`src/rtl/mem_addr_mux_pkg.sv`:
```
`timescale 1ns/1ps
package mem_addr_mux_pkg;
  localparam int ADDR_W      = 32;
  localparam int DATA_W      = 32;
  localparam int MODE_W      = 3;
  localparam int NUM_MODES   = 6;   // modes 0..5 defined, rest reserved
  localparam int LOW_PINS    = 16;  // pins rewritten by multiplexing
  localparam int BASE_SHIFT  = 8;   // mode 0 window offset
  localparam int LOWEST_MSB  = 5;   // highest-order master bit allowed on low pins (MSB-first index)
  localparam int LOCAL_BITS  = 18;  // register bits driven on the local bus
endpackage

```
`src/rtl/addr_shift_unit.sv`:
```
`timescale 1ns/1ps
module addr_shift_unit
  import mem_addr_mux_pkg::*;
#(
  parameter int AW    = ADDR_W,
  parameter int MW    = MODE_W,
  parameter int NM    = NUM_MODES,
  parameter int LP    = LOW_PINS,
  parameter int BS    = BASE_SHIFT,
  parameter int LMSB  = LOWEST_MSB
) (
  input  logic [AW-1:0] addr_in,
  input  logic [MW-1:0] mode,
  output logic [AW-1:0] addr_out,
  output logic          mode_ok
);
  localparam int MODES_ALL = 1 << MW;

  // one precomputed low-pin pattern per mode; reserved slots are zero
  logic [MODES_ALL-1:0][LP-1:0] pattern;

  genvar m, j;
  generate
    for (m = 0; m < MODES_ALL; m++) begin : g_mode
      for (j = 0; j < LP; j++) begin : g_pin
        // vector bit j takes master vector bit BS+m+j when its MSB-first index is high enough
        if ((m < NM) && ((AW - 1 - (BS + m + j)) >= LMSB)) begin : g_drv
          assign pattern[m][j] = addr_in[BS + m + j];
        end else begin : g_zero
          assign pattern[m][j] = 1'b0;
        end
      end
    end
  endgenerate

  assign mode_ok  = (mode < MW'(NM));
  assign addr_out = {addr_in[AW-1:LP], pattern[mode]};
endmodule

```
`src/rtl/addr_path.sv`:
```
`timescale 1ns/1ps
module addr_path
  import mem_addr_mux_pkg::*;
#(
  parameter int AW = ADDR_W,
  parameter int MW = MODE_W,
  parameter int NM = NUM_MODES,
  parameter int LB = LOCAL_BITS,
  parameter int LP = LOW_PINS
) (
  input  logic          clk,
  input  logic          rst,
  input  logic          valid,
  input  logic          src_reg,
  input  logic          mux_en,
  input  logic [MW-1:0] mode,
  input  logic          local_bus,
  input  logic          compat,
  input  logic          page_ilv,
  input  logic [AW-1:0] mst,
  input  logic [AW-1:0] muxed,
  input  logic          mode_ok,
  input  logic [AW-1:0] reg_val,
  output logic [AW-1:0] addr_q,
  output logic          oe_q,
  output logic          err_q
);
  logic mux_on;
  assign mux_on = mux_en && !page_ilv;

  always_ff @(posedge clk) begin
    if (rst) begin
      addr_q <= '0;
      oe_q   <= 1'b0;
      err_q  <= 1'b0;
    end else begin
      oe_q  <= 1'b0;
      err_q <= 1'b0;
      if (valid) begin
        if (src_reg) begin
          if (local_bus) begin
            addr_q <= AW'(reg_val[LB-1:0]);
            oe_q   <= 1'b1;
          end else if (compat) begin
            addr_q <= '0;
          end else begin
            addr_q <= reg_val;
            oe_q   <= 1'b1;
          end
        end else begin
          oe_q   <= 1'b1;
          addr_q <= (mux_on && mode_ok) ? muxed : mst;
          err_q  <= mux_on && !mode_ok;
        end
      end
    end
  end

  a_r4_reserved_err: assert property (@(posedge clk) disable iff (rst)
    (valid && !src_reg && mux_on && (mode >= MW'(NM))) |=> (err_q && addr_q == $past(mst)));
  a_r5_ilv_raw: assert property (@(posedge clk) disable iff (rst)
    (valid && !src_reg && page_ilv) |=> (addr_q == $past(mst) && !err_q));
  a_r7_local_clip: assert property (@(posedge clk) disable iff (rst)
    (valid && src_reg && local_bus) |=> (addr_q[AW-1:LB] == '0 && oe_q));
  a_r8_compat_quiet: assert property (@(posedge clk) disable iff (rst)
    (valid && src_reg && !local_bus && compat) |=> !oe_q);
  a_r9_idle_hold: assert property (@(posedge clk) disable iff (rst)
    !valid |=> (!oe_q && !err_q && $stable(addr_q)));
  a_r3_top_pins_zero: assert property (@(posedge clk) disable iff (rst)
    (valid && !src_reg && mux_on && mode == MW'(NM - 1)) |=> (addr_q[LP-1 -: 2] == 2'b00));
endmodule

```
`src/rtl/rd_capture.sv`:
```
`timescale 1ns/1ps
module rd_capture
  import mem_addr_mux_pkg::*;
#(
  parameter int DW = DATA_W
) (
  input  logic          clk,
  input  logic          rst,
  input  logic          cap_en,
  input  logic          early,
  input  logic [DW-1:0] data_in,
  output logic [DW-1:0] rd_data,
  output logic          rd_valid
);
  logic [DW-1:0] fall_q;

  // half-cycle-early capture point
  always_ff @(negedge clk) begin
    if (rst)         fall_q <= '0;
    else if (cap_en) fall_q <= data_in;
  end

  // hand-off to the internal master on the rising edge
  always_ff @(posedge clk) begin
    if (rst) begin
      rd_data  <= '0;
      rd_valid <= 1'b0;
    end else begin
      rd_valid <= cap_en;
      if (cap_en) rd_data <= early ? fall_q : data_in;
    end
  end

  a_r10_read_valid: assert property (@(posedge clk) disable iff (rst)
    cap_en |=> rd_valid);
  a_r11_no_read_no_valid: assert property (@(posedge clk) disable iff (rst)
    !cap_en |=> !rd_valid);
endmodule

```
`src/rtl/mem_addr_mux_sample.sv`:
```
`timescale 1ns/1ps
module mem_addr_mux_sample
  import mem_addr_mux_pkg::*;
#(
  parameter int AW = ADDR_W,
  parameter int DW = DATA_W,
  parameter int MW = MODE_W
) (
  input  logic          clk,
  input  logic          rst,
  input  logic          ctl_valid,
  input  logic          ctl_src_reg,
  input  logic          ctl_mux_en,
  input  logic          ctl_read,
  input  logic          ctl_ack_tim,
  input  logic          ctl_half_early,
  input  logic [MW-1:0] cfg_mux_mode,
  input  logic          cfg_local_bus,
  input  logic          cfg_compat,
  input  logic          cfg_page_ilv,
  input  logic          cfg_strobe4_off,
  input  logic [AW-1:0] mst_addr,
  input  logic [AW-1:0] addr_reg,
  input  logic [DW-1:0] ext_data,
  output logic [AW-1:0] ext_addr,
  output logic          ext_addr_oe,
  output logic          mode_err,
  output logic [DW-1:0] rd_data,
  output logic          rd_valid
);
  logic [AW-1:0] muxed;
  logic          mode_ok;
  logic          cap_en;
  logic          early;

  addr_shift_unit #(.AW(AW), .MW(MW)) u_shift (
    .addr_in (mst_addr),
    .mode    (cfg_mux_mode),
    .addr_out(muxed),
    .mode_ok (mode_ok)
  );

  addr_path #(.AW(AW), .MW(MW)) u_path (
    .clk      (clk),
    .rst      (rst),
    .valid    (ctl_valid),
    .src_reg  (ctl_src_reg),
    .mux_en   (ctl_mux_en),
    .mode     (cfg_mux_mode),
    .local_bus(cfg_local_bus),
    .compat   (cfg_compat),
    .page_ilv (cfg_page_ilv),
    .mst      (mst_addr),
    .muxed    (muxed),
    .mode_ok  (mode_ok),
    .reg_val  (addr_reg),
    .addr_q   (ext_addr),
    .oe_q     (ext_addr_oe),
    .err_q    (mode_err)
  );

  assign cap_en = ctl_valid && ctl_read;
  assign early  = ctl_ack_tim && cfg_strobe4_off && ctl_half_early;

  rd_capture #(.DW(DW)) u_rd (
    .clk     (clk),
    .rst     (rst),
    .cap_en  (cap_en),
    .early   (early),
    .data_in (ext_data),
    .rd_data (rd_data),
    .rd_valid(rd_valid)
  );

  a_r12_reset_clear: assert property (@(posedge clk)
    $past(rst) |-> (!ext_addr_oe && !mode_err && !rd_valid && ext_addr == '0));
endmodule

```
`config.mk`:
```
export PLATFORM = sky130hd
export DESIGN_NAME = mem_addr_mux_sample
export DESIGN_NICKNAME = d
export VERILOG_FILES = /design/src/rtl/mem_addr_mux_pkg.sv /design/src/rtl/addr_shift_unit.sv /design/src/rtl/addr_path.sv /design/src/rtl/rd_capture.sv /design/src/rtl/mem_addr_mux_sample.sv
export SDC_FILE = /design/constraint.sdc
export NUM_CORES = 1
export LEC_CHECK = 0
export CAP_MARGIN = 20
export CORE_MARGIN = 2
export CORE_UTILIZATION = 50
export CTS_BUF_LIST = sky130_fd_sc_hd__clkbuf_16
export DETAILED_ROUTE_END_ITERATION = 6
export PLACE_DENSITY = 0.95
export SYNTH_ARGS = -nofsm -noshare
export SYNTH_HDL_FRONTEND = slang
export SYNTH_HIERARCHICAL = 1
export SYNTH_SLANG_ARGS = --single-unit
```
`constraint.sdc`:
```
create_clock -name clk -period 4.25 [get_ports clk]
set_clock_uncertainty 0.1 [all_clocks]
set_input_delay 0.85 -clock clk [delete_from_list [all_inputs] [get_ports clk]]
set_output_delay 0.85 -clock clk [all_outputs]
set_load 0.02 [all_outputs]
```
==> results of run 1 <==
layer usage:
metal	vias to the layer above	share of wire
li1	2386	-
met3	26	0.068
met4	0	0.020
met5	-	0
met2	207	0.51
met1	2414	0.41
logic make-up after synthesis:
| family | after synthesis |
|---|---|
| mux | 82 |
| simple gates | 191 |
| flops | 99 |
| buf+inv | 75 |
| compound gates | 121 |
stage by stage:
stage | hold WS [ns] | total power (µW) | instances
after floorplan | 0.360 | 1390 | 568
after global placement | 0.371 | 1600 | 825
after detailed placement | 0.379 | 1620 | 825
after CTS | 0.389 | 2510 | 872
after global routing | 0.399 | 2610 | 872
final | 0.385 | 2490 | 872
worst max path at each step:
stage | startpoint | endpoint | slack (ns)
2_1_floorplan | ctl_valid | u_rd/fall_q[10] | 0.41
3_3_place_gp | ctl_read | u_rd/fall_q[25] | -0.06
3_5_place_dp | ctl_read | u_rd/fall_q[23] | -0.08
4_1_cts | ctl_read | u_rd/fall_q[27] | 0.30
5_1_grt | ctl_read | u_rd/fall_q[26] | 0.23
6_report | ctl_read | u_rd/fall_q[27] | 0.30
flip-flops by register name, indices dropped and copies added, names as in the netlist:
signal and count:
u_path/addr_q 32, u_path/err_q 1, u_path/oe_q 1, u_rd/fall_q 32
u_rd/rd_valid 1, u_rd/rd_data 32
layout make-up:
cell class	count	area, µm²
repair buffers	194	1920
well taps	136	170
fillers	731	2980
clock inverters	39	193
clock buffers	9	225
inverters	1	3.75
flip-flops and latches	99	1980
multi-input cells	394	2850
where the power goes:
part | internal, µW | leakage, µW | total (µW) | switching [µW]
Sequential | 988 | 0.000816 | 1020 | 33.3
Clock | 453 | 0.000314 | 928 | 475
Combinational | 282 | 0.00163 | 542 | 260
worst min-delay path, cell delays in order, from the launching register on:
cell and delay [ns]:
dfxtp_1 0.31, nor2_1 0.08, a311oi_1 0.05
placed cells by master (no fill, tap or decap), drive strengths merged, types with 2 or more instances in the layout:
cell and count:
a211oi 33, a21boi 14, a221o 2, a22oi 7
a2bb2oi 2, a311oi 14, a41oi 18, buf 20
clkbuf 9, clkdlybuf4s50 174, clkinv 3, dfxtp 99
inv 36, mux2 11, mux2i 71, nand2 12
nand2b 5, nand3 18, nand3b 65, nor2 82
nor2b 3, o211ai 2, o21ai 6, o21bai 18
o22ai 2
==> flow_metrics.tcl, run 1 <==
set metrics [dict create \
    synthXorXnorAreaFrac 0 \
    n_antenna_cell 0 \
    required_ns 2.30 \
    die_w_um 107 \
    critPathTopFamily "buffers and inverters" \
    crit_path_end_kind "flip-flop" \
    min_path_type "flip-flop to flip-flop" \
    rrSetupSlack_ns 1.09 \
    grt_max_degree 99 \
    synthesis.area_um2 5330 \
    ir_worst_vdd_uv 247 \
    ys.flop_type "dfxtp_1" \
    critical_path_class "primary input to flip-flop" \
    busiest_layer "met2" \
    dpl-instance-area_um2 6930 \
    postCtsHoldBufs 0 \
    vias 5033 \
    synth_top_family_by_area "simple AND/OR/NAND/NOR gates" \
    use_met3 0.0478 \
    grt_use_met2 0.450 \
    dpl.hpwl_um 10400 \
    postCtsSetupBuffers 0 \
    crit_fanout 7 \
    setup_tns_ns 0 \
    cts.sinks 99 \
    postLayoutCoreUtil 0.712 \
    critical_path_buf_inv_count 2 \
    die_area_um2 11500 \
    drtAntennaViolNets 0 \
    setup_viol 0 \
    wl_per_cell_um 17.1 \
    clk_latency_ns 0.41 \
    outcome "finished, final reports clean" \
    startpoint_type "primary input" \
    drv_slew 0 \
    die_y_um 107 \
    hold_start "u_path/addr_q[25]" \
    rr_startpoint "u_rd/fall_q[3]" \
    crit_path_max_incr_delay_ns 0.45 \
    io_buffers 177 \
    yosysMostFrequentCell "dfxtp_1" \
    syn_nets 679 \
    powerDensity_nw_per_um2 339 \
    antenna_found_initial 0 \
    max_cap_viol_count 0 \
    fin_ws_ns 0.298 \
    synth.area.top_cells "dfxtp_1, mux2i_1, nand3b_1" \
    crit_arrival_ns 2.00 \
    grt_pass1_wl_um 23700 \
    synthCells 568 \
    cp_num_cells 5 \
    cts_max_path_buffers 2 \
    gp_congestion 0.889 \
    worst_path_max_delay_cell "clkdlybuf4s50_1" \
    synth-edff-count 0 \
    p_leak_uw 0.00276 \
    syn_area_per_cell_um2 9.38 \
    nets 842 \
    slew_headroom 0.329 \
    htreeDepth 3 \
    ys_ff_latch 99 \
    use_met1 0.304 \
    worst_slew_pin_slew_ns 1.00 \
    grtUsageTotal 0.255 \
    synth.distinct_cells 43 \
    r2r_end "u_rd/rd_data[3]" \
    syn_to_final_growth_pct 37.8 \
    ios 178 \
    start_util 0.516 \
    synth_top_area_share 0.372 \
    first_global_vias 4974 \
    yosysTopAreaCell "dfxtp_1" \
    dp_slack_ns -0.0830 \
    hold_violations 0 \
    first_pass_iters 5 \
    path_cells "clkdlybuf4s50_1 > and2_4 > buf_4 > mux2i_1 > nor2_1" \
    clk_pin_slew_ns 0.07 \
    fin_area_um2 7350 \
    drt_iter0_drc 271 \
    numCtsBuffers 9 \
    hold_depth 2 \
    ys_top_cells_by_count "dfxtp_1, nor2_1, mux2i_1, nand3b_1, a211oi_1" \
    rsz0062_at_grt "false" \
    grt_overflow_total 0 \
    yosysSeqAreaShare 0.372 \
    r2r_cells 2 \
    synth_compound_area_frac 0.180 \
    drive_gt1_frac 0.0747 \
    tritoncts "done" \
    ys_async_sr_fraction 0 \
    synth_fa_ha_area_frac 0 \
    rows 37 \
    synth-simple-area-share 0.194 \
    cts-resized-gates 0 \
    via_per_inst 5.77 \
    cts-root-buf "clkbuf_16" \
    muxShareOfSynthArea 0.160 \
    drc 0 \
    yosys_warnings 6 \
    coreArea_um2 10300 \
    routed_wl_um 14900 \
    whs_endpoint "u_path/addr_q[25]" \
]
(Power assumes the default switching activity.)
==> inputs of run 2 (changes only) <==
clock period = 4.55 ns   (was 4.25 ns; I/O delays follow)
==> flow_metrics.tcl, run 2 (synthesis gave the netlist of run 1 again) <==
set metrics [dict create \
    outcome "finished, final reports clean" \
    ios 178 \
    max_cap_viol_count 0 \
    numCtsBuffers 9 \
    required_ns 2.47 \
    coreArea_um2 10300 \
    drive_gt1_frac 0.0722 \
    die_area_um2 11500 \
    antenna_found_initial 1 \
    grt_overflow_total 0 \
    drtAntennaViolNets 0 \
    min_path_type "flip-flop to flip-flop" \
    power_uw 2370 \
    grt_pass1_wl_um 23800 \
    rsz0062_at_grt "false" \
    ir_worst_vdd_uv 265 \
    start_util 0.516 \
    nets 840 \
    cts.sinks 99 \
    slew_headroom 0.342 \
    first_global_vias 5074 \
    grt_max_degree 86 \
    drc 0 \
    first_pass_iters 5 \
    setup_tns_ns 0 \
    tritoncts "done" \
    rows 37 \
    mostFrequentLayoutCell "clkdlybuf4s50_1" \
    multiInputGateArea_um2 2850 \
    largestRegisters "u_path/addr_q x32, u_rd/fall_q x32, u_rd/rd_data x32" \
    grtUsageTotal 0.257 \
    via_per_inst 5.79 \
    cts-resized-gates 0 \
    io_buffers 177 \
    p_leak_uw 0.00275 \
    worst_slew_pin_slew_ns 0.987 \
    cts-root-buf "clkbuf_16" \
    drt_iter0_drc 241 \
    n_antenna_cell 0 \
    most-common-layout-cells "clkdlybuf4s50_1, dfxtp_1, nor2_1, mux2i_1, nand3b_1" \
    postCtsSetupBuffers 0 \
    syn_to_final_growth_pct 37.8 \
    postCtsHoldBufs 0 \
    postLayoutCoreUtil 0.711 \
    regArea_um2 1980 \
    gp_congestion 0.892 \
    die_y_um 107 \
    startpoint_type "primary input" \
    die_w_um 107 \
    clk_latency_ns 0.41 \
    setup_viol 0 \
    fillCellCount 747 \
    dpl.hpwl_um 10500 \
    routed_wl_um 14900 \
    crit_fanout 26 \
    htreeDepth 3 \
    vias 5034 \
    clk_pin_slew_ns 0.08 \
    crit_path_end_kind "flip-flop" \
    cts_max_path_buffers 2 \
    drv_slew 0 \
    powerDensity_nw_per_um2 323 \
    crit_arrival_ns 2.09 \
    wl_per_cell_um 17.1 \
    critical_path_class "primary input to flip-flop" \
    hold_violations 0 \
]
[run 2: cell types whose count changed in the layout (fill, tap and decap cells not counted), sizes merged]
| cell | before | now |
|---|---|---|
| inv | 36 | 38 |
| clkinv | 3 | 1 |
| buf | 20 | 18 |
[run 2: metal layers]
metal | GRT usage | share of wire | vias up
met5 | 0 | 0.00087 | -
met4 | 0.112 | 0.023 | 2
met3 | 0.0545 | 0.078 | 33
li1 | - | - | 2388
met1 | 0.306 | 0.41 | 2392
met2 | 0.443 | 0.49 | 219
[run 2: area by class of cell]
type / instances / share of cell area
Multi-Input combinational cell: 394 / 0.388
Sequential cell: 99 / 0.270
Timing Repair Buffer: 192 / 0.260
Clock buffer: 9 / 0.0307
Clock inverter: 39 / 0.0279
Tap cell: 136 / 0.0232
Inverter: 1 / 0.000511
[run 2: power breakdown]
part           leakage (µW)  internal (µW)  total, µW  switching (µW)
clock network      0.000320            436        913             476
registers          0.000816            923        954            31.2
logic               0.00162            262        504             242
[run 2: through the flow]
| stage | hold WS, ns | setup slack (ns) | instance area [µm²] | std cells |
|---|---|---|---|---|
| 3_3_place_gp | 0.371 | 0.0360 | 6920 | 823 |
| 4_1_cts | 0.393 | 0.384 | 7340 | 870 |
| 5_1_grt | 0.405 | 0.326 | 7340 | 870 |
| 6_report | 0.388 | 0.386 | 7340 | 870 |
| 3_5_place_dp | 0.378 | -0.0467 | 6920 | 823 |
| 2_1_floorplan | 0.360 | 0.500 | 5330 | 568 |
[run 2: final timing paths]
kind	endpoint	cells after the start	start	slack, ns
hold reg to reg	u_path/addr_q[31]	2	u_path/addr_q[31]	0.39
setup / recovery	u_rd/fall_q[18]	5	ctl_read	0.39
hold / removal	u_path/addr_q[31]	2	u_path/addr_q[31]	0.39
setup reg to reg	u_rd/rd_data[13]	2	u_rd/fall_q[13]	1.25
[run 2: critical path, cell delays in order]
cell and delay, ns:
clkdlybuf4s50_1 0.45, and2_4 0.20, buf_12 0.20, mux2i_1 0.24, nor2_1 0.07
